[config.mk]
export PLATFORM = sky130hd
export DESIGN_NAME = preset_cascade_ctr
export DESIGN_NICKNAME = d
export VERILOG_FILES = /design/src/rtl/ctr_pkg.sv /design/src/rtl/ctr_op_dec.sv /design/src/rtl/ctr_stage.sv /design/src/rtl/preset_cascade_ctr.sv
export SDC_FILE = /design/constraint.sdc
export NUM_CORES = 1
export LEC_CHECK = 0
export BUFFER_PORTS_ARGS = -buffer_cell sky130_fd_sc_hd__buf_2
export CAP_MARGIN = 20
export CORE_MARGIN = 1.5
export CORE_UTILIZATION = 40
export DETAILED_ROUTE_END_ITERATION = 12
export GPL_ROUTABILITY_DRIVEN = 0
export PLACE_DENSITY_LB_ADDON = 0.25
export REMOVE_ABC_BUFFERS = 1
export SYNTH_ARGS = -nofsm -noshare
export SYNTH_HDL_FRONTEND = slang
export SYNTH_SLANG_ARGS = --single-unit
[constraint.sdc]
create_clock -name clk -period 2.7 [get_ports clk]
set_input_delay 0.405 -clock clk [delete_from_list [all_inputs] [get_ports clk]]
set_output_delay 0.405 -clock clk [all_outputs]
set_load 0.01 [all_outputs]
[src/rtl/ctr_pkg.sv]
package ctr_pkg;

    // Operation chosen for a stage on the coming edge, in priority order.
    typedef enum logic [1:0] {
        OP_HOLD  = 2'd0,
        OP_COUNT = 2'd1,
        OP_LOAD  = 2'd2,
        OP_CLEAR = 2'd3
    } ctr_op_e;

endpackage

[src/rtl/ctr_op_dec.sv]
module ctr_op_dec
    import ctr_pkg::*;
(
    input  logic    clr_sync_n,
    input  logic    load_n,
    input  logic    en_par,
    input  logic    en_trk,
    output ctr_op_e op
);

    always_comb begin
        if (!clr_sync_n) begin
            op = OP_CLEAR;
        end else if (!load_n) begin
            op = OP_LOAD;
        end else if (en_par && en_trk) begin
            op = OP_COUNT;
        end else begin
            op = OP_HOLD;
        end
    end

endmodule

[src/rtl/ctr_stage.sv]
module ctr_stage
    import ctr_pkg::*;
#(
    parameter int STAGE_W     = 4,
    parameter bit CLEAR_ASYNC = 1'b1
) (
    input  logic               clk,
    input  logic               clr_n,
    input  logic               load_n,
    input  logic               en_par,
    input  logic               trk_in,
    input  logic [STAGE_W-1:0] din,
    output logic [STAGE_W-1:0] cnt,
    output logic               trk_out
);

    localparam logic [STAGE_W-1:0] ONE  = STAGE_W'(1);
    localparam logic [STAGE_W-1:0] FULL = {STAGE_W{1'b1}};

    typedef struct packed {
        logic [STAGE_W-1:0] cnt;
    } stage_st_t;

    stage_st_t st_d, st_q;
    ctr_op_e   op;
    logic      clr_sync_n;

    // The asynchronous build clears in the register itself, so the
    // decoder then never sees a clear.
    assign clr_sync_n = CLEAR_ASYNC ? 1'b1 : clr_n;

    ctr_op_dec u_dec (
        .clr_sync_n (clr_sync_n),
        .load_n     (load_n),
        .en_par     (en_par),
        .en_trk     (trk_in),
        .op         (op)
    );

    always_comb begin
        st_d = st_q;
        unique case (op)
            OP_CLEAR: st_d.cnt = '0;
            OP_LOAD:  st_d.cnt = din;
            OP_COUNT: st_d.cnt = st_q.cnt + ONE;
            default:  st_d.cnt = st_q.cnt;
        endcase
    end

    generate
        if (CLEAR_ASYNC) begin : g_async
            always_ff @(posedge clk or negedge clr_n) begin
                if (!clr_n) begin
                    st_q <= '0;
                end else begin
                    st_q <= st_d;
                end
            end

            p_async_clr_r1: assert property (@(posedge clk)
                !clr_n |-> cnt == '0);
        end else begin : g_sync
            always_ff @(posedge clk) begin
                st_q <= st_d;
            end

            p_sync_clr_r2: assert property (@(posedge clk)
                !clr_n |=> cnt == '0);
        end
    endgenerate

    assign cnt     = st_q.cnt;
    assign trk_out = trk_in & (st_q.cnt == FULL);

    p_load_r3: assert property (@(posedge clk) disable iff (!clr_n)
        !load_n |=> cnt == $past(din));

    p_count_r4: assert property (@(posedge clk) disable iff (!clr_n)
        (load_n && en_par && trk_in) |=> cnt == $past(cnt) + ONE);

    p_hold_r5: assert property (@(posedge clk) disable iff (!clr_n)
        (load_n && !(en_par && trk_in)) |=> $stable(cnt));

endmodule

[src/rtl/preset_cascade_ctr.sv]
module preset_cascade_ctr #(
    parameter int STAGE_W     = 4,
    parameter int STAGES      = 3,
    parameter bit CLEAR_ASYNC = 1'b1
) (
    input  logic                       clk,
    input  logic                       clr_n,
    input  logic                       load_n,
    input  logic                       en_par,
    input  logic                       en_trk,
    input  logic [STAGES*STAGE_W-1:0]  din,
    output logic [STAGES*STAGE_W-1:0]  q,
    output logic                       tc
);

    localparam int TOT_W = STAGES * STAGE_W;
    localparam logic [TOT_W-1:0] ONE_W = TOT_W'(1);

    // trk[k] enters stage k; trk[STAGES] leaves the top stage.
    logic [STAGES:0] trk;

    assign trk[0] = en_trk;

    generate
        for (genvar k = 0; k < STAGES; k++) begin : g_stage
            ctr_stage #(
                .STAGE_W     (STAGE_W),
                .CLEAR_ASYNC (CLEAR_ASYNC)
            ) u_stage (
                .clk     (clk),
                .clr_n   (clr_n),
                .load_n  (load_n),
                .en_par  (en_par),
                .trk_in  (trk[k]),
                .din     (din[k*STAGE_W +: STAGE_W]),
                .cnt     (q[k*STAGE_W +: STAGE_W]),
                .trk_out (trk[k+1])
            );
        end
    endgenerate

    assign tc = trk[STAGES];

    p_tc_gate_r6: assert property (@(posedge clk) disable iff (!clr_n)
        tc == (en_trk && (&q)));

    p_wrap_r7: assert property (@(posedge clk) disable iff (!clr_n)
        (load_n && en_par && en_trk && (&q)) |=> (q == '0) && !tc);

    p_chain_step_r8: assert property (@(posedge clk) disable iff (!clr_n)
        (load_n && en_par && en_trk) |=> q == $past(q) + ONE_W);

endmodule

Word level (Yosys, flattened, before mapping)
Index checks and enable logic that the tools add are counted.
{"block": "word_totals", "register_bits": 12, "in_bits": 17, "elab_cells": 36, "out_inout_bits": 13}
{"block": "classes", "n_bitwise": 3, "muxes": 9, "n_reduce_logical": 6, "add_sub_neg": 3, "eq_ne": 12}
{"operator": "case mux 4 bit (3 select lines)", "n": 3}
{"operator": "adder 4 x 1 -> 4 bit, second input constant", "n": 3}
{"operator": "== test 2 bit, second input constant", "n": 6}
{"operator": "== test 4 bit, second input constant", "n": 3}
{"operator": "nonzero test 3 bit", "n": 3}
{"operator": "== test 2 x 1 -> 1 bit, second input constant", "n": 3}
{"operator": "two-way mux 2 bit", "n": 3}
{"operator": "AND 1 bit", "n": 3}
{"operator": "logical AND 1 bit", "n": 3}
{"operator": "two-way mux 1 bit", "n": 3}

Longest topological paths before layout
{"block": "depth", "ltp_word": 8, "ltp_mapped": 4, "ltp_nobuf": 4}

Modules after synthesis
From an unflattened synthesis, not the netlist that was laid out.
{"block": "unflattened", "hier_cells": 102, "hier_area_um2": 904.6}
{"module": "ctr_stage", "area_per_inst_um2": 289.0, "cells_each": 31, "seq_area_each_um2": 100.1, "instances": 3}
{"module": "ctr_op_dec", "area_per_inst_um2": 12.5, "cells_each": 3, "seq_area_each_um2": 0.0, "instances": 3}

Worst setup path after synthesis
No wires, ideal clock.
{"block": "synth_timing", "path_type": "reg2reg", "from": "register g_stage[0].u_stage.st_q (netlist bit g_stage[0].u_stage.cnt[0])", "to": "register g_stage[2].u_stage.st_q (netlist bit g_stage[2].u_stage.cnt[3])", "path_slack_ns": 1.130, "synth_period_minus_slack_ns": 1.570, "stages_incl_launch_ff": 5, "setup_time_ns": 0.082, "n_path_buf": 0, "t_arrival_ns": 1.488, "cell_sequence": "dfrtp_1 > ha_1 > nand4_2 > or4_1 > a31oi_1"}
{"block": "synth_via", "elab_chain_cells": 8, "word_cells_on_any_way": 11}
{"item": "from (decl)", "line": "ctr_stage.sv:24", "rtl": "stage_st_t st_d, st_q;"}
{"item": "from (signal assigned)", "line": "ctr_stage.sv:56", "rtl": "st_q <= st_d;"}
{"item": "== test 4 bit (*)", "line": "ctr_stage.sv:73", "rtl": "assign trk_out = trk_in & (st_q.cnt == FULL);"}
{"item": "AND 1 bit (*) (2 in a row)", "line": "ctr_stage.sv:73"}
{"item": "logical AND 1 bit (*)", "line": "ctr_op_dec.sv:16", "rtl": "end else if (en_par && en_trk) begin"}
{"item": "two-way mux 1 bit (*)", "line": "ctr_op_dec.sv:16"}
{"item": "two-way mux 2 bit (*)", "line": "ctr_op_dec.sv:14", "rtl": "end else if (!load_n) begin"}
{"item": "== test 2 x 1 -> 1 bit or == test 2 bit (tied branches)", "line": "ctr_stage.sv:42", "rtl": "unique case (op)"}
{"item": "case mux 4 bit (3 select lines) or nonzero test 3 bit (tied branches)"}
{"item": "to (signal assigned)", "line": "ctr_stage.sv:56"}
{"item": "to (decl)", "line": "ctr_stage.sv:24"}
Mark *: on every way between the ends. The rest lies on a longest branch, timed or not.
A chain may end at the register's enable or synchronous reset.

Worst setup path in the final report
{"block": "layout_timing", "from": "register g_stage[0].u_stage.st_q (netlist bit g_stage[0].u_stage.cnt[0])", "to": "output port tc"}
{"block": "layout_via", "elab_chain_cells": 4}
{"item": "== test 4 bit", "line": "ctr_stage.sv:73"}
{"item": "AND 1 bit (3 in a row)", "line": "ctr_stage.sv:73"}
{"item": "to (decl)", "line": "preset_cascade_ctr.sv:13", "rtl": "output logic tc"}
No other way between the ends.

==> flow_metrics.py <==
metrics = {
    "outcome": {
        "status": "finished with violations",
        "violations": "DRC, hold timing",
    },
    "yosys": {
        "yosysTopAreaCell": "dfrtp_1",
        "avgSynthCellArea_um2": 8.79,
        "netlist.area_leader.share": 0.432,
        "synthArstFlopShare": 1.00,
        "synth.distinct_cells": 22,
        "synth_area_leaders": "dfrtp_1, a31oi_1, nor2_1, ha_1, or3_1",
        "yosys_register_bits": 12,
        "synth_compound_area_frac": 0.173,
        "synth-main-ff-cell": "dfrtp_1",
        "yosys.area_share.adder": 0.0541,
        "synth_top_family_by_area": "simple AND/OR/NAND/NOR gates",
        "synth_xor_area_frac": 0.0252,
        "syn_inst": 79,
        "syn_area_um2": 694,
        "yosysSeqAreaShare": 0.432,
        "synth_edf_count": 0,
        "synth-simple-area-share": 0.274,
        "ys_warn_count": 0,
        "synth_mux_area_frac": 0.0144,
    },
    "power": {
        "p_per_area_mw_per_mm2": 536,
        "pwr-share-seq": 0.464,
        "p_switching_mw": 0.147,
        "ir_drop_mv": 0.386,
        "power_frac_clock": 0.316,
        "internal_power_mw": 0.326,
        "swShare": 0.311,
        "p_comb_frac": 0.219,
        "p_leak_nw": 0.392,
    },
    "timing": {
        "fin_crit_ns": 1.92,
        "tightest_slew_ns": 0.389,
        "max_slew_margin": 0.741,
        "clock_skew_ns": 0.00531,
        "setup_viol": 0,
        "max_freq_mhz": 522,
        "fin_setup_tns_ns": 0,
        "whs_ns": -0.0127,
        "hold_viol": 12,
        "rsz0062_at_grt": "false",
        "min_period_over_period": 0.710,
        "slew_viol_final": 0,
    },
    "final_layout": {
        "synthToLayoutAreaGrowth_pct": 27.4,
        "layout.nets": 130,
        "drive_above_1_share": 0.312,
        "antenna_cells": 0,
        "multi_input_area_um2": 375,
        "fillers": 149,
        "regArea_um2": 300,
        "largest_register_ffs": 12,
        "final_util": 0.567,
    },
    "clock_network": {
        "cts_tree": "done",
        "cts.path.max_buffers": 2,
        "hold_buffers": 0,
        "clk_pin_slew_ns": 0.09,
        "clk_latency_ns": 0.28,
        "numClockSinks": 12,
        "cts_buffers": 3,
        "ctsResizeCount": 0,
        "h-tree-depth": 1,
        "root_buffer": "clkbuf_4",
        "cts_setup_buffers": 0,
    },
    "routing": {
        "drtPass1Iterations": 8,
        "num_vias": 693,
        "avgViaCountPerCell": 5.54,
        "ant_nets": 0,
        "avgRoutedWirePerCell_um": 12.3,
        "finalWirelength_mm": 1.53,
        "drc_errors": 2,
        "drt_iter0_markers": 12,
    },
    "worst_setup_path": {
        "critPathRequiredTime_ns": 2.30,
        "reg2reg_from": "g_stage[0].u_stage.cnt[0]",
        "r2r_cells": 4,
        "cp-startpoint": "g_stage[0].u_stage.cnt[0]",
        "criticalPathCategory": "register to output pin",
        "cp-end-kind": "output pin",
        "cp_slowest_cell": "dfrtp_1",
        "worstPathArrival_ns": 1.51,
        "cp_max_fo": 9,
        "cp_slowest_stage_delay_ns": 0.41,
        "startpoint_type": "register",
        "cp_cell_sequence": "ha_1 > nand4_2 > nor3_1 > buf_2",
    },
    "worst_hold_path": {
        "hold_class": "input port to async pin",
    },
    "global_routing": {
        "grt_pass1_vias": 588,
        "antenna_found_initial": 0,
        "grt_first_pass_wirelength_mm": 2.48,
        "grtUsageTotal": 0.171,
        "grt_max_degree": 26,
        "grt_overflow": 0,
    },
    "floorplanning": {
        "io_pins": 30,
        "dieArea_mm2": 0.00199,
        "num_rows": 14,
        "die_height_um": 44.7,
        "die_w_um": 44.7,
        "start_util": 0.445,
        "core_mm2": 0.00156,
    },
    "placed_design": {
        "io_buffers": 29,
    },
    "run": {
        "cap_violations": 0,
    },
}
[through the flow]
step | hold WS (ns) | power, mW | cells | setup slack [ns] | instance area [um2]
after CTS | 0.00258 | 0.479 | 125 | 0.786 | 885
after global placement | 0.299 | 0.326 | 121 | 1.13 | 848
final | -0.0127 | 0.474 | 125 | 0.784 | 885
after detailed placement | 0.307 | 0.329 | 121 | 1.08 | 848
after floorplan | 0.109 | 0.277 | 76 | 1.13 | 683
after global routing | 0.0277 | 0.499 | 125 | 0.677 | 885
[cells in the mapped netlist (2+ instances only)]
cell / n
nand3_1: 7
clkbuf_1: 3
a31oi_1: 8
o21ai_0: 5
nand2_1: 3
nor2_1: 11
nand4_1: 2
or3_1: 6
or4_1: 3
dfrtp_1: 12
a21oi_1: 3
ha_1: 3
inv_1: 2
o31ai_1: 3
[cell families after synthesis]
group,Yosys count
DFF,12
muxes,1
AOI/OAI and AO/OA,20
buffers and inverters,5
xor gates and xnor gates,2
adders and majority gates,3
and+or+nand+nor,36
[area by class of cell]
type / instances / area share
inverter: 2 / 0.00849
timing repair buffer: 29 / 0.164
clock buffer: 4 / 0.0410
tap: 16 / 0.0226
sequential: 12 / 0.339
multi-input combinational: 62 / 0.424
[critical path: cells and delay by family (launching register included)]
kind	cells	cell delay, ns
flip-flops	1	0.41
adder cells (fa/ha/maj)	1	0.22
AND/OR/NAND/NOR	2	0.43
buffers and inverters	1	0.16
[placed cells by master, fill, tap and decap left out, drive strengths merged]
cell and instances:
buf 29, dfrtp 12, nor2 11, a31oi 8, nand3 7, or3 6
o21ai 5, clkbuf 4, nand2 3, a21oi 3, o31ai 3, or4 3
ha 3, nand4 3, inv 2, nor3 1, and2 1, xnor2 1
xor2 1, nand2b 1, o211ai 1, mux2i 1
[worst paths after layout]
check                                       endpoint  slack [ns]
max                                               tc        0.78
min                        g_stage[2].u_stage.cnt[0]       -0.01
max reg2reg                g_stage[1].u_stage.cnt[3]        1.06
min reg2reg                g_stage[2].u_stage.cnt[3]        0.58
max in group asynchronous  g_stage[0].u_stage.cnt[2]        2.49
min in group clk           g_stage[2].u_stage.cnt[1]        0.33
[per-layer routing]
metal	share of wire	vias to the layer above	GRT usage
met1	0.48	314	0.224
met5	0	-	0
met4	0.012	0	0.0727
met3	0.056	2	0.0286
li1	-	357	-
met2	0.45	20	0.275
[power groups by stage]
stage	sequential (mW)	clock [mW]	combinational [mW]
2_1_floorplan	0.229	0	0.0480
3_3_place_gp	0.223	0	0.103
3_5_place_dp	0.224	0	0.105
4_1_cts	0.220	0.153	0.106
5_1_grt	0.223	0.158	0.118
6_report	0.220	0.150	0.104
No activity file was read; power rests on OpenSTA's default activity.
